`config.mk`:
```
export PLATFORM = sky130hd
export DESIGN_NAME = spim_channel
export DESIGN_NICKNAME = d
export VERILOG_FILES = /design/src/rtl/spim_pkg.sv /design/src/rtl/spim_fifo.sv /design/src/rtl/spim_clkdiv.sv /design/src/rtl/spim_shifter.sv /design/src/rtl/spim_channel.sv
export SDC_FILE = /design/constraint.sdc
export NUM_CORES = 1
export LEC_CHECK = 0
export BUFFER_PORTS_ARGS = -buffer_cell sky130_fd_sc_hd__buf_2
export CAP_MARGIN = 40
export CORE_ASPECT_RATIO = 0.8
export CORE_UTILIZATION = 50
export CTS_CLUSTER_DIAMETER = 50
export DETAILED_ROUTE_END_ITERATION = 10
export PLACE_DENSITY = 0.68
export SETUP_SLACK_MARGIN = 0.05
export SYNTH_ARGS = -nofsm -noshare
export SYNTH_HDL_FRONTEND = slang
export SYNTH_SLANG_ARGS = --single-unit
```
`constraint.sdc`:
```
create_clock -name clk -period 5.5 [get_ports clk]
set_input_delay 1.1 -clock clk [delete_from_list [all_inputs] [get_ports clk]]
set_output_delay 1.1 -clock clk [all_outputs]
set_load 0.01 [all_outputs]
```
`src/rtl/spim_pkg.sv`:
```
// Package: register offsets, field positions and the channel config type
// shared by the SPI master channel and its checker.
package spim_pkg;
    localparam int OFS_CHAN = 'h00;
    localparam int OFS_CLK  = 'h04;
    localparam int OFS_MODE = 'h08;
    localparam int OFS_SEL  = 'h0C;
    localparam int OFS_IEN  = 'h10;
    localparam int OFS_STAT = 'h14;
    localparam int OFS_TXD  = 'h18;
    localparam int OFS_RXD  = 'h1C;
    localparam int OFS_PKT  = 'h20;
    localparam int OFS_PCLR = 'h24;

    localparam int ST_TXDONE = 21;
    localparam int ST_TRAIL  = 20;
    localparam int ST_RXOVF  = 5;
    localparam int ST_RXUND  = 4;
    localparam int ST_TXOVF  = 3;
    localparam int ST_TXUND  = 2;
    localparam int ST_RXRDY  = 1;
    localparam int ST_TXRDY  = 0;

    localparam int CHAN_SRST_BIT = 5;
    localparam int CLK_EN_BIT    = 8;
    localparam int MODE_TXT_LSB  = 5;
    localparam int MODE_RXT_LSB  = 11;
    localparam int MODE_TRL_LSB  = 19;
    localparam int PKT_EN_BIT    = 16;

    // Channel config bits 4:0 in register order.
    typedef struct packed {
        logic slave;   // stored only; the channel is always master
        logic cpol;    // idle level of sclk
        logic cpha;    // 1: sample on the trailing edge
        logic rx_on;
        logic tx_on;
    } chan_cfg_t;
endpackage

```
`src/rtl/spim_fifo.sv`:
```
// Synchronous FIFO with flush. Push into a full FIFO is accepted only when a
// pop happens in the same cycle. dout shows the head entry combinationally.
// Assumes DEPTH >= 2.
module spim_fifo #(
    parameter int W     = 8,
    parameter int DEPTH = 8
) (
    input  logic                       clk,
    input  logic                       rst_n,
    input  logic                       flush,
    input  logic                       push,
    input  logic [W-1:0]               din,
    input  logic                       pop,
    output logic [W-1:0]               dout,
    output logic [$clog2(DEPTH):0]     count,
    output logic                       full,
    output logic                       empty
);
    localparam int PW = $clog2(DEPTH);
    localparam int CW = PW + 1;

    logic [W-1:0]  mem [DEPTH];
    logic [PW-1:0] wr_ptr, rd_ptr;
    logic          do_push, do_pop;

    assign empty   = (count == '0);
    assign full    = (count == CW'(DEPTH));
    assign do_pop  = pop & ~empty;
    assign do_push = push & (~full | do_pop);
    assign dout    = mem[rd_ptr];

    // Pointer and level bookkeeping.
    always_ff @(posedge clk) begin
        if (!rst_n || flush) begin
            wr_ptr <= '0;
            rd_ptr <= '0;
            count  <= '0;
        end else begin
            if (do_push) wr_ptr <= (wr_ptr == PW'(DEPTH-1)) ? '0 : wr_ptr + 1'b1;
            if (do_pop)  rd_ptr <= (rd_ptr == PW'(DEPTH-1)) ? '0 : rd_ptr + 1'b1;
            count <= count + CW'(do_push) - CW'(do_pop);
        end
    end

    // Storage write.
    always_ff @(posedge clk) begin
        if (do_push) mem[wr_ptr] <= din;
    end
endmodule

```
`src/rtl/spim_clkdiv.sv`:
```
// Edge-rate generator: while run is high, pulses tick once every presc+1
// cycles. The count restarts whenever run is low.
module spim_clkdiv #(
    parameter int PW = 8
) (
    input  logic          clk,
    input  logic          rst_n,
    input  logic          run,
    input  logic [PW-1:0] presc,
    output logic          tick
);
    logic [PW-1:0] cnt;

    assign tick = run & (cnt == presc);

    // Divider count.
    always_ff @(posedge clk) begin
        if (!rst_n || !run) cnt <= '0;
        else if (tick)      cnt <= '0;
        else                cnt <= cnt + 1'b1;
    end
endmodule

```
`src/rtl/spim_shifter.sv`:
```
// Byte shifter. On start it loads a byte and, on every tick, toggles sclk.
// Over 2*DW edges it drives mosi MSB first and samples miso. cpha selects
// whether the leading or trailing edge of each bit samples. done pulses for
// one cycle with the captured byte. abort returns it to idle at once.
module spim_shifter #(
    parameter int DW = 8
) (
    input  logic          clk,
    input  logic          rst_n,
    input  logic          abort,
    input  logic          start,
    input  logic [DW-1:0] tx_byte,
    input  logic          cpol,
    input  logic          cpha,
    input  logic          tick,
    input  logic          miso,
    output logic          busy,
    output logic          sclk,
    output logic          mosi,
    output logic          done,
    output logic [DW-1:0] rx_byte
);
    localparam int EW = $clog2(2*DW);
    localparam logic [EW-1:0] LAST_EDGE = EW'(2*DW-1);

    logic [DW-1:0] tx_sh, rx_sh;
    logic [EW-1:0] edge_cnt;
    logic          sample_now;

    assign sample_now = edge_cnt[0] ^ ~cpha;   // even edge samples when cpha=0
    assign mosi       = busy & tx_sh[DW-1];

    // Bit sequencing, sclk generation and capture.
    always_ff @(posedge clk) begin
        if (!rst_n || abort) begin
            busy     <= 1'b0;
            done     <= 1'b0;
            sclk     <= rst_n ? cpol : 1'b0;
            edge_cnt <= '0;
            tx_sh    <= '0;
            rx_sh    <= '0;
            rx_byte  <= '0;
        end else begin
            done <= 1'b0;
            if (!busy) begin
                sclk <= cpol;
                if (start) begin
                    busy     <= 1'b1;
                    tx_sh    <= tx_byte;
                    edge_cnt <= '0;
                end
            end else if (tick) begin
                sclk     <= ~sclk;
                edge_cnt <= edge_cnt + 1'b1;
                if (sample_now) rx_sh <= {rx_sh[DW-2:0], miso};
                else if (!(cpha && edge_cnt == '0)) tx_sh <= {tx_sh[DW-2:0], 1'b0};
                if (edge_cnt == LAST_EDGE) begin
                    busy    <= 1'b0;
                    done    <= 1'b1;
                    rx_byte <= sample_now ? {rx_sh[DW-2:0], miso} : rx_sh;
                end
            end
        end
    end
endmodule

```
`src/rtl/spim_channel.sv`:
```
// SPI master channel top. It holds the register file, the TX and RX queues,
// the divider and the shifter, and the glue that starts transfers, keeps
// error flags, applies the packet limit and builds status and irq.
// Assumes: byte-addressed word registers, reads have no wait state,
// PRESC_W <= 8 and TRIG_W = 6 so the register fields do not overlap.
module spim_channel
    import spim_pkg::*;
#(
    parameter int ADDR_W     = 6,
    parameter int DATA_W     = 32,
    parameter int FIFO_DEPTH = 8,
    parameter int PRESC_W    = 8,
    parameter int PKT_W      = 16,
    parameter int TRAIL_W    = 10,
    parameter int TRIG_W     = 6
) (
    input  logic              clk,
    input  logic              rst_n,
    input  logic [ADDR_W-1:0] bus_addr,
    input  logic              bus_wr,
    input  logic              bus_rd,
    input  logic [DATA_W-1:0] bus_wdata,
    output logic [DATA_W-1:0] bus_rdata,
    output logic              sclk,
    output logic              mosi,
    input  logic              miso,
    output logic              ss_n,
    output logic              irq
);
    localparam int BW = 8;
    localparam int CW = $clog2(FIFO_DEPTH) + 1;

    // Register state.
    chan_cfg_t          chan_q;
    logic [PRESC_W-1:0] presc_q;
    logic               clk_en_q;
    logic [TRIG_W-1:0]  tx_trig_q, rx_trig_q;
    logic [TRAIL_W-1:0] trail_len_q, trail_cnt;
    logic               ss_q;
    logic [5:0]         inten_q;
    logic               pkt_en_q;
    logic [PKT_W-1:0]   pkt_lim_q, tally;
    logic [5:2]         err_q, err_set, err_clr;

    // Decode and datapath nets.
    logic sel_chan, sel_clk, sel_mode, sel_sel, sel_ien, sel_stat;
    logic sel_txd, sel_rxd, sel_pkt, sel_pclr;
    logic soft_rst, tx_wr, rx_rd, start_xfer, halted;
    logic tx_full, tx_empty, rx_full, rx_empty, rx_push, rx_pop;
    logic [CW-1:0] tx_cnt, rx_cnt;
    logic [BW-1:0] tx_head, rx_head, sh_rx;
    logic sh_busy, sh_done, tick;
    logic [DATA_W-1:0] status, rd_d;

    assign sel_chan = (bus_addr == ADDR_W'(OFS_CHAN));
    assign sel_clk  = (bus_addr == ADDR_W'(OFS_CLK));
    assign sel_mode = (bus_addr == ADDR_W'(OFS_MODE));
    assign sel_sel  = (bus_addr == ADDR_W'(OFS_SEL));
    assign sel_ien  = (bus_addr == ADDR_W'(OFS_IEN));
    assign sel_stat = (bus_addr == ADDR_W'(OFS_STAT));
    assign sel_txd  = (bus_addr == ADDR_W'(OFS_TXD));
    assign sel_rxd  = (bus_addr == ADDR_W'(OFS_RXD));
    assign sel_pkt  = (bus_addr == ADDR_W'(OFS_PKT));
    assign sel_pclr = (bus_addr == ADDR_W'(OFS_PCLR));

    assign soft_rst = bus_wr & sel_chan & bus_wdata[CHAN_SRST_BIT];
    assign tx_wr    = bus_wr & sel_txd & ~soft_rst;
    assign rx_rd    = bus_rd & sel_rxd;
    assign rx_pop   = rx_rd & ~rx_empty;
    assign rx_push  = sh_done & chan_q.rx_on;

    // Limit check includes a byte finishing this cycle, so no extra start slips past.
    assign halted = pkt_en_q &&
                    (({1'b0, tally} + (PKT_W+1)'(sh_done)) >= {1'b0, pkt_lim_q});
    assign start_xfer = ~sh_busy & ~tx_empty & chan_q.tx_on & ~ss_q &
                        clk_en_q & ~halted & ~soft_rst;

    // Configuration registers; the soft reset bit is not stored.
    always_ff @(posedge clk) begin
        if (!rst_n) begin
            chan_q      <= '0;
            presc_q     <= '0;
            clk_en_q    <= 1'b0;
            tx_trig_q   <= '0;
            rx_trig_q   <= '0;
            trail_len_q <= '0;
            ss_q        <= 1'b1;
            inten_q     <= '0;
            pkt_en_q    <= 1'b0;
            pkt_lim_q   <= '0;
        end else if (bus_wr) begin
            if (sel_chan && !soft_rst) chan_q <= chan_cfg_t'(bus_wdata[4:0]);
            if (sel_clk) begin
                presc_q  <= bus_wdata[PRESC_W-1:0];
                clk_en_q <= bus_wdata[CLK_EN_BIT];
            end
            if (sel_mode) begin
                tx_trig_q   <= bus_wdata[MODE_TXT_LSB +: TRIG_W];
                rx_trig_q   <= bus_wdata[MODE_RXT_LSB +: TRIG_W];
                trail_len_q <= bus_wdata[MODE_TRL_LSB +: TRAIL_W];
            end
            if (sel_sel) ss_q    <= bus_wdata[0];
            if (sel_ien) inten_q <= bus_wdata[5:0];
            if (sel_pkt) begin
                pkt_en_q  <= bus_wdata[PKT_EN_BIT];
                pkt_lim_q <= bus_wdata[PKT_W-1:0];
            end
        end
    end

    // Sticky error flag sources.
    always_comb begin
        err_set[ST_TXOVF] = tx_wr & tx_full & ~start_xfer;
        err_set[ST_RXUND] = rx_rd & rx_empty;
        err_set[ST_RXOVF] = rx_push & rx_full & ~rx_pop;
        err_set[ST_TXUND] = sh_done & tx_empty & ~ss_q;
        err_clr           = (bus_wr && sel_pclr) ? bus_wdata[5:2] : '0;
    end

    // Sticky error flags: set wins over a same-cycle clear.
    always_ff @(posedge clk) begin
        if (!rst_n || soft_rst) err_q <= '0;
        else                    err_q <= (err_q & ~err_clr) | err_set;
    end

    // Finished-byte tally for the packet limit.
    always_ff @(posedge clk) begin
        if (!rst_n || soft_rst) tally <= '0;
        else if (sh_done)       tally <= tally + 1'b1;
    end

    // Trailing counter: reload on each accepted RX push, then count down.
    always_ff @(posedge clk) begin
        if (!rst_n || soft_rst)              trail_cnt <= '0;
        else if (rx_push && (!rx_full || rx_pop)) trail_cnt <= trail_len_q;
        else if (trail_cnt != '0)            trail_cnt <= trail_cnt - 1'b1;
    end

    // Status word assembly.
    always_comb begin
        status            = '0;
        status[ST_TXDONE] = tx_empty & ~sh_busy;
        status[ST_TRAIL]  = (trail_cnt == '0);
        status[5:2]       = err_q;
        status[ST_RXRDY]  = ~rx_empty && (32'(rx_cnt) >= 32'(rx_trig_q));
        status[ST_TXRDY]  = (32'(tx_cnt) <= 32'(tx_trig_q));
    end

    assign irq  = |(status[5:0] & inten_q);
    assign ss_n = ss_q;

    // Read data multiplexer.
    always_comb begin
        rd_d = '0;
        case (bus_addr)
            ADDR_W'(OFS_CHAN): rd_d[4:0] = chan_q;
            ADDR_W'(OFS_CLK): begin
                rd_d[PRESC_W-1:0] = presc_q;
                rd_d[CLK_EN_BIT]  = clk_en_q;
            end
            ADDR_W'(OFS_MODE): begin
                rd_d[MODE_TXT_LSB +: TRIG_W]  = tx_trig_q;
                rd_d[MODE_RXT_LSB +: TRIG_W]  = rx_trig_q;
                rd_d[MODE_TRL_LSB +: TRAIL_W] = trail_len_q;
            end
            ADDR_W'(OFS_SEL):  rd_d[0]   = ss_q;
            ADDR_W'(OFS_IEN):  rd_d[5:0] = inten_q;
            ADDR_W'(OFS_STAT): rd_d      = status;
            ADDR_W'(OFS_RXD):  rd_d[BW-1:0] = rx_empty ? '0 : rx_head;
            ADDR_W'(OFS_PKT): begin
                rd_d[PKT_W-1:0]  = pkt_lim_q;
                rd_d[PKT_EN_BIT] = pkt_en_q;
            end
            default: rd_d = '0;
        endcase
    end
    assign bus_rdata = bus_rd ? rd_d : '0;

    spim_fifo #(.W(BW), .DEPTH(FIFO_DEPTH)) u_txq (
        .clk(clk), .rst_n(rst_n), .flush(soft_rst),
        .push(tx_wr), .din(bus_wdata[BW-1:0]), .pop(start_xfer),
        .dout(tx_head), .count(tx_cnt), .full(tx_full), .empty(tx_empty)
    );

    spim_fifo #(.W(BW), .DEPTH(FIFO_DEPTH)) u_rxq (
        .clk(clk), .rst_n(rst_n), .flush(soft_rst),
        .push(rx_push), .din(sh_rx), .pop(rx_pop),
        .dout(rx_head), .count(rx_cnt), .full(rx_full), .empty(rx_empty)
    );

    spim_clkdiv #(.PW(PRESC_W)) u_div (
        .clk(clk), .rst_n(rst_n), .run(sh_busy & clk_en_q & ~soft_rst),
        .presc(presc_q), .tick(tick)
    );

    spim_shifter #(.DW(BW)) u_shift (
        .clk(clk), .rst_n(rst_n), .abort(soft_rst), .start(start_xfer),
        .tx_byte(tx_head), .cpol(chan_q.cpol), .cpha(chan_q.cpha),
        .tick(tick), .miso(miso), .busy(sh_busy), .sclk(sclk), .mosi(mosi),
        .done(sh_done), .rx_byte(sh_rx)
    );
endmodule

```
* Word-level counts from Yosys, hierarchy flattened
Memory sizes are Yosys's and may differ from the RTL's. A register that Yosys moved wholly into a read port is not among the register bits.
Cells that the tools add are included.
** Storage, ports and cells
- Output and inout port bits :: 36
- Bits in writable memories :: 128
- Flip-flop bits (word level) :: 149
- Memories kept :: 2
- Bits in latches :: 0
- Memory bits (read-only) :: 0
** Operators by class
- Order comparisons :: 3
- Reduce and logical (&&, ||, !) cells :: 34
- Bitwise operators :: 49
- $mul :: 0
- Mux-type cells :: 42
- Add/subtract/negate cells :: 13
- Shift-type cells :: 0
- Div/mod/pow operators :: 0
- Eq/ne operators :: 21
** Memories
- u_rxq.mem :: depth 8, width 8, rd ports 1, clocked after memory_dff 1, wr ports 1, RTL line spim_fifo.sv:22 : logic [W-1:0] mem [DEPTH];
- u_txq.mem :: depth 8, width 8, rd ports 1, clocked after memory_dff 1, wr ports 1, RTL line spim_fifo.sv:22
** Operators by type and width (count)
- $mux 8 :: 7
- $and 1x1->1 :: 29
- $mux 29 :: 1
- $eq 6x5->1 const B :: 4
- $mux 3 :: 8
- $pmux 4 s6 :: 1
- $mux 10 :: 2
- $pmux 10 s2 :: 1
- $add 16x1->17 :: 1
- $ge 17x16->1 :: 1
- $add 16x1->16 const B :: 1
- $mux 4 :: 4
- $pmux 8 s2 :: 1
- $reduce_and 2->1 :: 8
- $mux 1 :: 13
- $not 1->1 :: 13
- $add 3x1->3 const B :: 4
- $eq 3x3->1 const B :: 4
- $eq 4x4->1 const B :: 3
- $eq 6x4->1 const B :: 2
- $eq 6x6->1 const B :: 2
- $logic_not 4->1 :: 3
- $logic_not 10->1 :: 1
- $reduce_bool 10->1 :: 1
- other kinds (31) :: 47

* Depth between registers and ports, before layout
Gate-level depths: netlist of the first run.
- Depth after elaboration :: 13
- Depth in mapped cells :: 20
- Gate-level depth less buffers :: 19

* Cells and area by module
A second synthesis of the first run with hierarchy kept.
** Second synthesis, totals
- Cell total of the unflattened synthesis :: 1241
- Area total of the unflattened synthesis :: 13660.6 µm²
** Modules (own cells, without submodules)
- spim_fifo :: area each 3188.1 µm², cells each 174, seq. area each 2182.1 µm², instances 2
- spim_channel :: area each 5350.1 µm², cells each 678, seq. area each 1801.7 µm², instances 1
- spim_shifter :: area each 1466.4 µm², cells each 168, seq. area each 630.6 µm², instances 1
- spim_clkdiv :: area each 467.9 µm², cells each 47, seq. area each 160.2 µm², instances 1

* Worst setup path after synthesis of the first run
Ideal clock, no wire load.
- Kind :: register to register
- From :: reg tally[3]
- To :: mem u_txq.mem[2][0], enable pin
- Setup time :: 0.395 ns
- Cell stages (with the launch flop) :: 15
- Arrival time :: 3.663 ns
- Path buffers :: 2
- Setup slack :: 1.442 ns
- Cells stage by stage :: dfxtp_1 -> buf_2 -> nand4_1 -> or2_0 -> buf_2 -> nor2_1 -> xor2_1 -> ha_1 -> nand4_1 -> nor3_1 -> a2111oi_1 -> o311ai_2 -> a21oi_4 -> o21ba_1 -> nor4bb_1
** On the way
- Longest elaborated chain between the ends :: 11
** Ends and longest elaborated chain
- from (decl) :: RTL line spim_channel.sv:42 : logic [PKT_W-1:0] pkt_lim_q, tally;
- from (signal assigned) :: RTL line spim_channel.sv:129 : else if (sh_done) tally <= tally + 1'b1;
- $add 16x1->17 :: RTL line spim_channel.sv:74 : (({1'b0, tally} + (PKT_W+1)'(sh_done)) >= {1'b0, pkt_lim_q});
- $ge 17x16->1 :: RTL line spim_channel.sv:74
- $logic_and 1x1->1 :: RTL line spim_channel.sv:73 : assign halted = pkt_en_q &&
- $not 1->1 :: RTL line spim_channel.sv:76 : clk_en_q & ~halted & ~soft_rst;
- $and 1x1->1 (2 in a row) :: RTL line spim_channel.sv:76
- $and 1x1->1 :: RTL line spim_fifo.sv:28 : assign do_pop = pop & ~empty;
- named net u_txq.do_pop :: RTL line spim_fifo.sv:24 : logic do_push, do_pop;
- $or 1x1->1 :: RTL line spim_fifo.sv:29 : assign do_push = push & (~full | do_pop);
- $and 1x1->1 :: RTL line spim_fifo.sv:29
- $mux 1 :: RTL line spim_fifo.sv:47 : if (do_push) mem[wr_ptr] <= din;
- $mux 1 (implied by the code) :: RTL line spim_fifo.sv:47
- to (decl) :: RTL line spim_fifo.sv:22
The timed path passes the listed nets, and every way through them passes these cells.

* Worst setup path after layout of the first run
- From :: reg tally[3]
- To :: reg u_txq.count[2]
** On the way
- Longest elaborated chain between the ends :: 11
** Ends and longest elaborated chain
- $add 16x1->17 (*) :: RTL line spim_channel.sv:74
- $ge 17x16->1 (*) :: RTL line spim_channel.sv:74
- $logic_and 1x1->1 (*) :: RTL line spim_channel.sv:73
- $not 1->1 (*) :: RTL line spim_channel.sv:76
- $and 1x1->1 (*) (2 in a row) :: RTL line spim_channel.sv:76
- $and 1x1->1 (*) :: RTL line spim_fifo.sv:28
- named net u_txq.do_pop :: RTL line spim_fifo.sv:24
- $or 1x1->1 :: RTL line spim_fifo.sv:29
- $and 1x1->1 :: RTL line spim_fifo.sv:29
- $add 4x1->4 :: RTL line spim_fifo.sv:41 : count <= count + CW'(do_push) - CW'(do_pop);
- $sub 4x1->4 (*) :: RTL line spim_fifo.sv:41
- to (signal assigned) :: RTL line spim_fifo.sv:41
- to (decl) :: RTL line spim_fifo.sv:15 : output logic [$clog2(DEPTH):0] count,
The timed path passes the listed nets; every way through them passes the cells marked *.
A chain may end at the register's enable or synchronous reset.

==> results_dict.tcl, run 1 <==
set metrics [dict create \
    antenna_found_initial 4 \
    vdd_ir_drop_max_uv 251.5 \
    reg2regPathDepth 16 \
    die_h_microns 146.3 \
    p_leak_nw 5.560 \
    p_clk_share_pct 42.6 \
    hold_depth 2 \
    place.gp.congestion 0.8991 \
    ys_ff_latch 283 \
    synth_top_flop_cell "dfxtp_1" \
    synthTopCellsByArea "edfxtp_1 (30%), dfxtp_1 (24%), mux4_2 (5.5%)" \
    ctsResizeCount 0 \
    cts_buffers 30 \
    drv_slew 0 \
    path_cells "nand4_1 > or2_0 > nor2_1 > xor2_1 > ha_1 > nand4_1 > nor3_1 > a2111oi_1 > o311ai_2 > a21oi_4 > o21ba_1 > ha_1 > inv_1 > fa_1 > xor2_1 > nor2_1" \
    via_per_inst 5.632 \
    synth_area_per_cell_sq_um 10.77 \
    grt_pass1_wl_microns 49610 \
    crit_required_ns 5.92 \
    async_flop_share_pct 0 \
    track_usage_pct 23.93 \
    period_minus_slack_ns 4.720 \
    h-tree-depth 1 \
    grt_pass1_vias 8741 \
    maxCapViolCount 0 \
    yosys_warnings 0 \
    wl_per_cell_microns 18.94 \
    insertion_delay_ns 0.57 \
    syn_to_final_growth_pct 12.97 \
    critical-path-top-delay-family "compound AO/OA/AOI/OAI gates" \
    intPower_mw 3.351 \
    via_count 9270 \
    combPwrFrac_pct 6.4 \
    drc 0 \
    syn_area_sq_um 13010 \
    status "finished, final reports clean" \
    setup_violations 0 \
    max_freq_mhz 211.9 \
    cts.path.max_buffers 3 \
    synth_top_area_cell "edfxtp_1" \
    rsz0062_at_grt "false" \
    gr-total-overflow 0 \
    powerDensity_nw_per_um2 299.7 \
    cts_setup_buffers 0 \
    worst_pin_slew_ns 0.8413 \
    startpoint_type "flop" \
    setup_slack_ns 0.7801 \
    fin_setup_tns_ns 0 \
    drt-initial-drc-count 779 \
    rr_startpoint "tally[3]$_SDFFE_PN0P_" \
    worstPathArrival_ns 5.14 \
    place_hpwl_microns 22060 \
    path_class "flop to flop" \
    cts_tree "built" \
    power_frac_seq_pct 51.0 \
    hold_viol_final 0 \
    postCtsHoldBufs 0 \
    drt_wl_total_microns 31170 \
    critPathMaxStageDelay_ns 0.49 \
    fin_util_pct 57.79 \
    power_switching_mw 1.055 \
    core-area_sq_um 25440 \
    crit_fanout 12 \
    port_buffers 68 \
    antenna_left 0 \
    die_w_microns 182.4 \
    synth_enable_flop_cells 129 \
    ios 79 \
    start_util_pct 51.16 \
    die_area_sq_um 26680 \
    nets 1365 \
    reg2reg_to "u_txq.count[2]$_SDFF_PN0_" \
    hold_class "flop to flop" \
    period_share_pct 85.82 \
    first_pass_iters 5 \
    dp_worst_setup_slack_ns 0.8648 \
    worstHoldStart "u_shift.tx_sh[7]$_SDFFE_PN0P_" \
    cts_sinks 283 \
    clkTransAtPathRegs_ns 0.06 \
    ys_types 70 \
    worst-path-buf-inv 1 \
    worst_path_max_delay_cell "dfxtp_1" \
    swShare_pct 23.94 \
    regToRegSetupSlack_ns 0.78 \
    drive_gt1_share_pct 15.16 \
    holdPathEnd "u_shift.tx_sh[7]$_SDFFE_PN0P_" \
    synth_top_area_share_pct 29.77 \
    num_rows 52 \
    ys_seq_area_share_pct 53.46 \
    grt_max_degree 43 \
    clock-root-buffer "clkbuf_16" \
    synthCells 1208 \
    end_kind "flop" \
    finClkSkew_ns 0.01919 \
    relSlewSlack_pct 43.91 \
]
tightest hold or removal path, stage by stage, from the launching register on:
cell	delay (ns)
dfxtp_1	0.31
nand2_1	0.05
mux2i_1	0.06
logic make-up (layout without fill, tap and decap cells):
kind of cell | Yosys count | count (layout) | share of synthesized area [%]
adder cells (fa/ha/maj) | 53 | 53 | 5.211
multiplexers | 89 | 89 | 9.980
buffers and inverters | 117 | 198 | 3.682
XOR/XNOR | 55 | 55 | 3.702
AO/OA/AOI/OAI | 169 | 169 | 8.019
flip-flops | 283 | 283 | 53.46
AND/OR/NAND/NOR | 441 | 441 | 15.92
other | 1 | 7 | 0.02882
sequential cells by signal (all words and copies together), names as in the netlist, 8 cells and up, named ones only:
signal and count:
presc_q 8, u_txq.mem 64, u_shift.rx_byte 8, trail_cnt 10
u_rxq.mem 64, u_shift.rx_sh 8, u_div.cnt 8, trail_len_q 10
u_shift.tx_sh 8, tally 16, pkt_lim_q 16
cells in the mapped netlist, drive strengths merged (3+ instances only):
cell      n
mux4     32
nor3     20
and4      3
o211ai    8
clkbuf   48
o21ai    16
or3       7
buf      17
and3     17
xor2     29
mux2      6
nor4      8
nor3b     6
nor2    107
nand4    13
dfxtp   154
a211oi    6
nand3b    4
mux2i    51
a222oi    4
and4b     3
a31oi     4
and2      8
a22oi    15
a21o      5
nand2   183
nor2b    15
xnor2    26
nor4b     3
a21oi    96
nand2b    4
nand3    28
nand4b    4
ha       51
inv      50
edfxtp  129
layout by cell type, fill, tap and decap left out, types with 5 or more instances in the layout:
master | synthesis | layout
nor2_1 | 107 | 107
conb_1 | 1 | 5
mux2i_1 | 51 | 51
nand3_1 | 27 | 27
nand2_1 | 183 | 182
nor3b_1 | 6 | 6
clkinvlp_4 | 0 | 6
mux4_2 | 32 | 32
ha_1 | 51 | 51
nor2b_1 | 15 | 15
xnor2_1 | 26 | 26
a22oi_1 | 15 | 15
clkbuf_16 | 0 | 30
a211oi_1 | 6 | 6
edfxtp_1 | 129 | 129
o211ai_1 | 8 | 8
buf_2 | 5 | 68
xor2_1 | 29 | 29
mux2_2 | 6 | 6
nor3_1 | 18 | 17
and2_1 | 8 | 8
dfxtp_1 | 154 | 154
clkinv_2 | 0 | 7
a21oi_1 | 95 | 95
nor4_1 | 7 | 6
and3_1 | 17 | 17
or3_1 | 7 | 7
a21o_1 | 5 | 5
o21ai_0 | 13 | 13
nand4_1 | 12 | 12
buf_4 | 7 | 18
inv_1 | 49 | 49
power by group through the flow:
stage / combinational (mW) / clock, mW / sequential, mW
global placement: 0.274 / 0 / 2.29
floorplan: 0.215 / 0 / 2.29
CTS: 0.283 / 1.91 / 2.25
finish: 0.282 / 1.88 / 2.25
global route: 0.315 / 1.99 / 2.25
detailed placement: 0.279 / 0 / 2.29
final cells by class:
| class | instances | area (sq um) |
|---|---|---|
| diodes | 2 | 5.005 |
| well taps | 351 | 439.2 |
| fillers | 2180 | 10740 |
| clock inverters | 22 | 156.4 |
| clock buffers | 34 | 765.7 |
| inverters | 52 | 195.2 |
| flip-flops and latches | 283 | 6957 |
| repair buffers | 90 | 549.3 |
| multi-input cells | 812 | 5634 |
routing by layer:
| metal | global-route usage (%) | vias to the layer above | share of wire, % |
|---|---|---|---|
| li1 | - | 4418 | - |
| met1 | 36.05 | 4481 | 48 |
| met2 | 35.46 | 329 | 43 |
| met3 | 4.764 | 40 | 7.6 |
| met4 | 5.462 | 2 | 1.6 |
| met5 | 0 | - | 0.032 |
per-stage QoR:
stage | total power [mW] | std cells | cell area [sq um] | hold WS [ns]
floorplan | 2.501 | 1212 | 13030 | 0.4339
global placement | 2.566 | 1583 | 13690 | 0.4402
detailed placement | 2.572 | 1588 | 13770 | 0.4552
CTS | 4.437 | 1644 | 14700 | 0.4639
global route | 4.556 | 1646 | 14700 | 0.4827
finish | 4.406 | 1646 | 14700 | 0.4652
worst max path at each step:
| stage | cells past startpoint | from | end | slack, ns |
|---|---|---|---|---|
| 4_1_cts | 16 | tally[3]$_SDFFE_PN0P_ | u_txq.count[2]$_SDFF_PN0_ | 0.88 |
| 3_5_place_dp | 16 | tally[3]$_SDFFE_PN0P_ | u_txq.count[2]$_SDFF_PN0_ | 0.86 |
| 5_1_grt | 16 | tally[3]$_SDFFE_PN0P_ | u_txq.count[2]$_SDFF_PN0_ | 0.54 |
| 6_report | 16 | tally[3]$_SDFFE_PN0P_ | u_txq.count[2]$_SDFF_PN0_ | 0.78 |
| 2_1_floorplan | 14 | tally[3]$_SDFFE_PN0P_ | u_txq.mem[2][0]$_DFFE_PP_ | 1.44 |
| 3_3_place_gp | 16 | tally[3]$_SDFFE_PN0P_ | u_txq.count[2]$_SDFF_PN0_ | 0.91 |
Note: power is estimated with default switching activity, not from simulation.
==> run 2: changes to the inputs <==
CORE_ASPECT_RATIO = 0.7   (was 0.8)
==> run 2 against run 1 <==
- routed wire length increased by 1.6%
- via count decreased by 0.61%
- sequential share of layout area decreased by 0.18 points
- clock power increased by 10%
- worst hold slack about the same
==> results_dict.tcl, run 2 (synthesis gave the netlist of run 1 again) <==
set metrics [dict create \
    mostFrequentLayoutCells "nand2_1 (182), dfxtp_1 (154), edfxtp_1 (129)" \
    num_rows 48 \
    worst_pin_slew_ns 0.8943 \
    nets 1364 \
    die_h_microns 137.0 \
    via_count 9213 \
    crit_required_ns 5.69 \
    ios 79 \
    wl_per_cell_microns 19.60 \
    port_buffers 68 \
    period_share_pct 84.28 \
    maxCapViolCount 0 \
    h-tree-depth 1 \
    core-area_sq_um 25100 \
    reg2reg_to "u_txq.mem[1][4]$_DFFE_PP_" \
    start_util_pct 51.84 \
    fin_util_pct 58.79 \
    fin_setup_tns_ns 0 \
    syn_to_final_growth_pct 13.40 \
    max_freq_mhz 215.7 \
    top_regs "u_rxq.mem (64), u_txq.mem (64)" \
    cts_tree "built" \
    place_hpwl_microns 22340 \
    crit_fanout 12 \
    die_w_microns 194.8 \
    cts_sinks 283 \
    finClkSkew_ns 0.01763 \
    drt-initial-drc-count 891 \
    drv_slew 0 \
    via_per_inst 5.701 \
    drive_gt1_share_pct 15.18 \
    gr-total-overflow 0 \
    relSlewSlack_pct 40.16 \
    die_area_sq_um 26690 \
    clock-root-buffer "clkbuf_16" \
    first_pass_iters 7 \
    cts.path.max_buffers 3 \
    antenna_cells 0 \
    power_mw 4.606 \
    clkTransAtPathRegs_ns 0.06 \
    end_kind "flop" \
    hold_depth 2 \
    insertion_delay_ns 0.56 \
    antenna_found_initial 1 \
    dp_worst_setup_slack_ns 0.8868 \
    cts_setup_buffers 0 \
    powerDensity_nw_per_um2 312.1 \
    reg2regPathDepth 12 \
    startpoint_type "flop" \
    setup_violations 0 \
    worstHoldStart "trail_len_q[1]$_SDFFE_PN0P_" \
    hold_viol_final 0 \
    vdd_ir_drop_max_uv 242.7 \
    track_usage_pct 24.36 \
    antenna_left 0 \
    drc 0 \
    ctsResizeCount 0 \
    drt_wl_total_microns 31680 \
    regToRegSetupSlack_ns 0.86 \
    period_minus_slack_ns 4.635 \
    cts_buffers 29 \
    path_class "flop to flop" \
    status "finished, final reports clean" \
    p_leak_nw 5.623 \
    setup_slack_ns 0.8648 \
    rr_startpoint "tally[3]$_SDFFE_PN0P_" \
    postCtsHoldBufs 0 \
    hold_class "flop to flop" \
    grt_max_degree 52 \
    grt_pass1_vias 8781 \
    place.gp.congestion 0.9102 \
    holdPathEnd "trail_cnt[1]$_SDFFE_PN0P_" \
    finalNonFillerCells 1616 \
    worstPathArrival_ns 4.82 \
    final_common_cell "nand2_1" \
    grt_pass1_wl_microns 49840 \
    placed_cells 1562 \
    rsz0062_at_grt "false" \
]
run 2: cell count changes in the layout (fill, tap and decap cells not counted), moves of 2 or more:
cell,previous run,this run
clkinvlp_4,6,2
buf_8,1,3
bufinv_16,0,4
inv_8,0,2
clkbuf_1,4,2
diode_2,2,0
clkinv_8,2,0
clkbuf_8,0,4
run 2: how the worst max path moves through the flow:
stage / to / start / depth (start not counted) / slack [ns]
4_1_cts: u_txq.mem[1][4]$_DFFE_PP_ / tally[3]$_SDFFE_PN0P_ / 12 / 0.86
3_5_place_dp: u_txq.mem[1][4]$_DFFE_PP_ / tally[3]$_SDFFE_PN0P_ / 12 / 0.89
3_3_place_gp: u_txq.count[2]$_SDFF_PN0_ / tally[3]$_SDFFE_PN0P_ / 16 / 0.88
2_1_floorplan: u_txq.mem[2][0]$_DFFE_PP_ / tally[3]$_SDFFE_PN0P_ / 14 / 1.44
6_report: u_txq.mem[1][4]$_DFFE_PP_ / tally[3]$_SDFFE_PN0P_ / 12 / 0.86
5_1_grt: u_txq.mem[1][4]$_DFFE_PP_ / tally[3]$_SDFFE_PN0P_ / 12 / 0.54
run 2: routing by layer:
metal  global-route usage, %  vias up  part of all wire, %
met3                   4.830       34                  8.6
met4                   4.199        0                  1.1
met5                       0        -                    0
met2                   35.32      332                   42
met1                   37.73     4435                   48
li1                        -     4412                    -
run 2: critical path, cell delays in order, from the launching register on:
cell       delay, ns
dfxtp_1         0.48
nand4_1         0.19
or2_0           0.35
nor2_1          0.26
xor2_1          0.21
ha_1            0.27
nand4_1         0.15
nor3_1          0.07
a2111oi_1       0.43
o311ai_2        0.32
a21oi_4         0.41
o21ba_1         0.48
and4bb_1        0.64
run 2: final cells by class:
| type | instances | area (sq um) |
|---|---|---|
| clock buffers | 35 | 788.3 |
| inverters | 52 | 195.2 |
| multi-input cells | 812 | 5628 |
| well taps | 325 | 406.6 |
| clock inverters | 19 | 222.7 |
| flip-flops and latches | 283 | 6957 |
| fillers | 2088 | 10350 |
| repair buffers | 90 | 560.5 |
run 2: where the power goes:
group | internal, mW | switching, mW
clock network | 1.22 | 0.852
registers | 2.22 | 0.0283
logic | 0.117 | 0.170
total | 3.56 | 1.05
run 2: through the flow:
stage                     cell area [sq um]  hold WS [ns]
after floorplan                       13030        0.4339
after global placement                13650        0.4409
after detailed placement              13750        0.4563
after CTS                             14760        0.4655
after global routing                  14760        0.4883
final                                 14760        0.4654
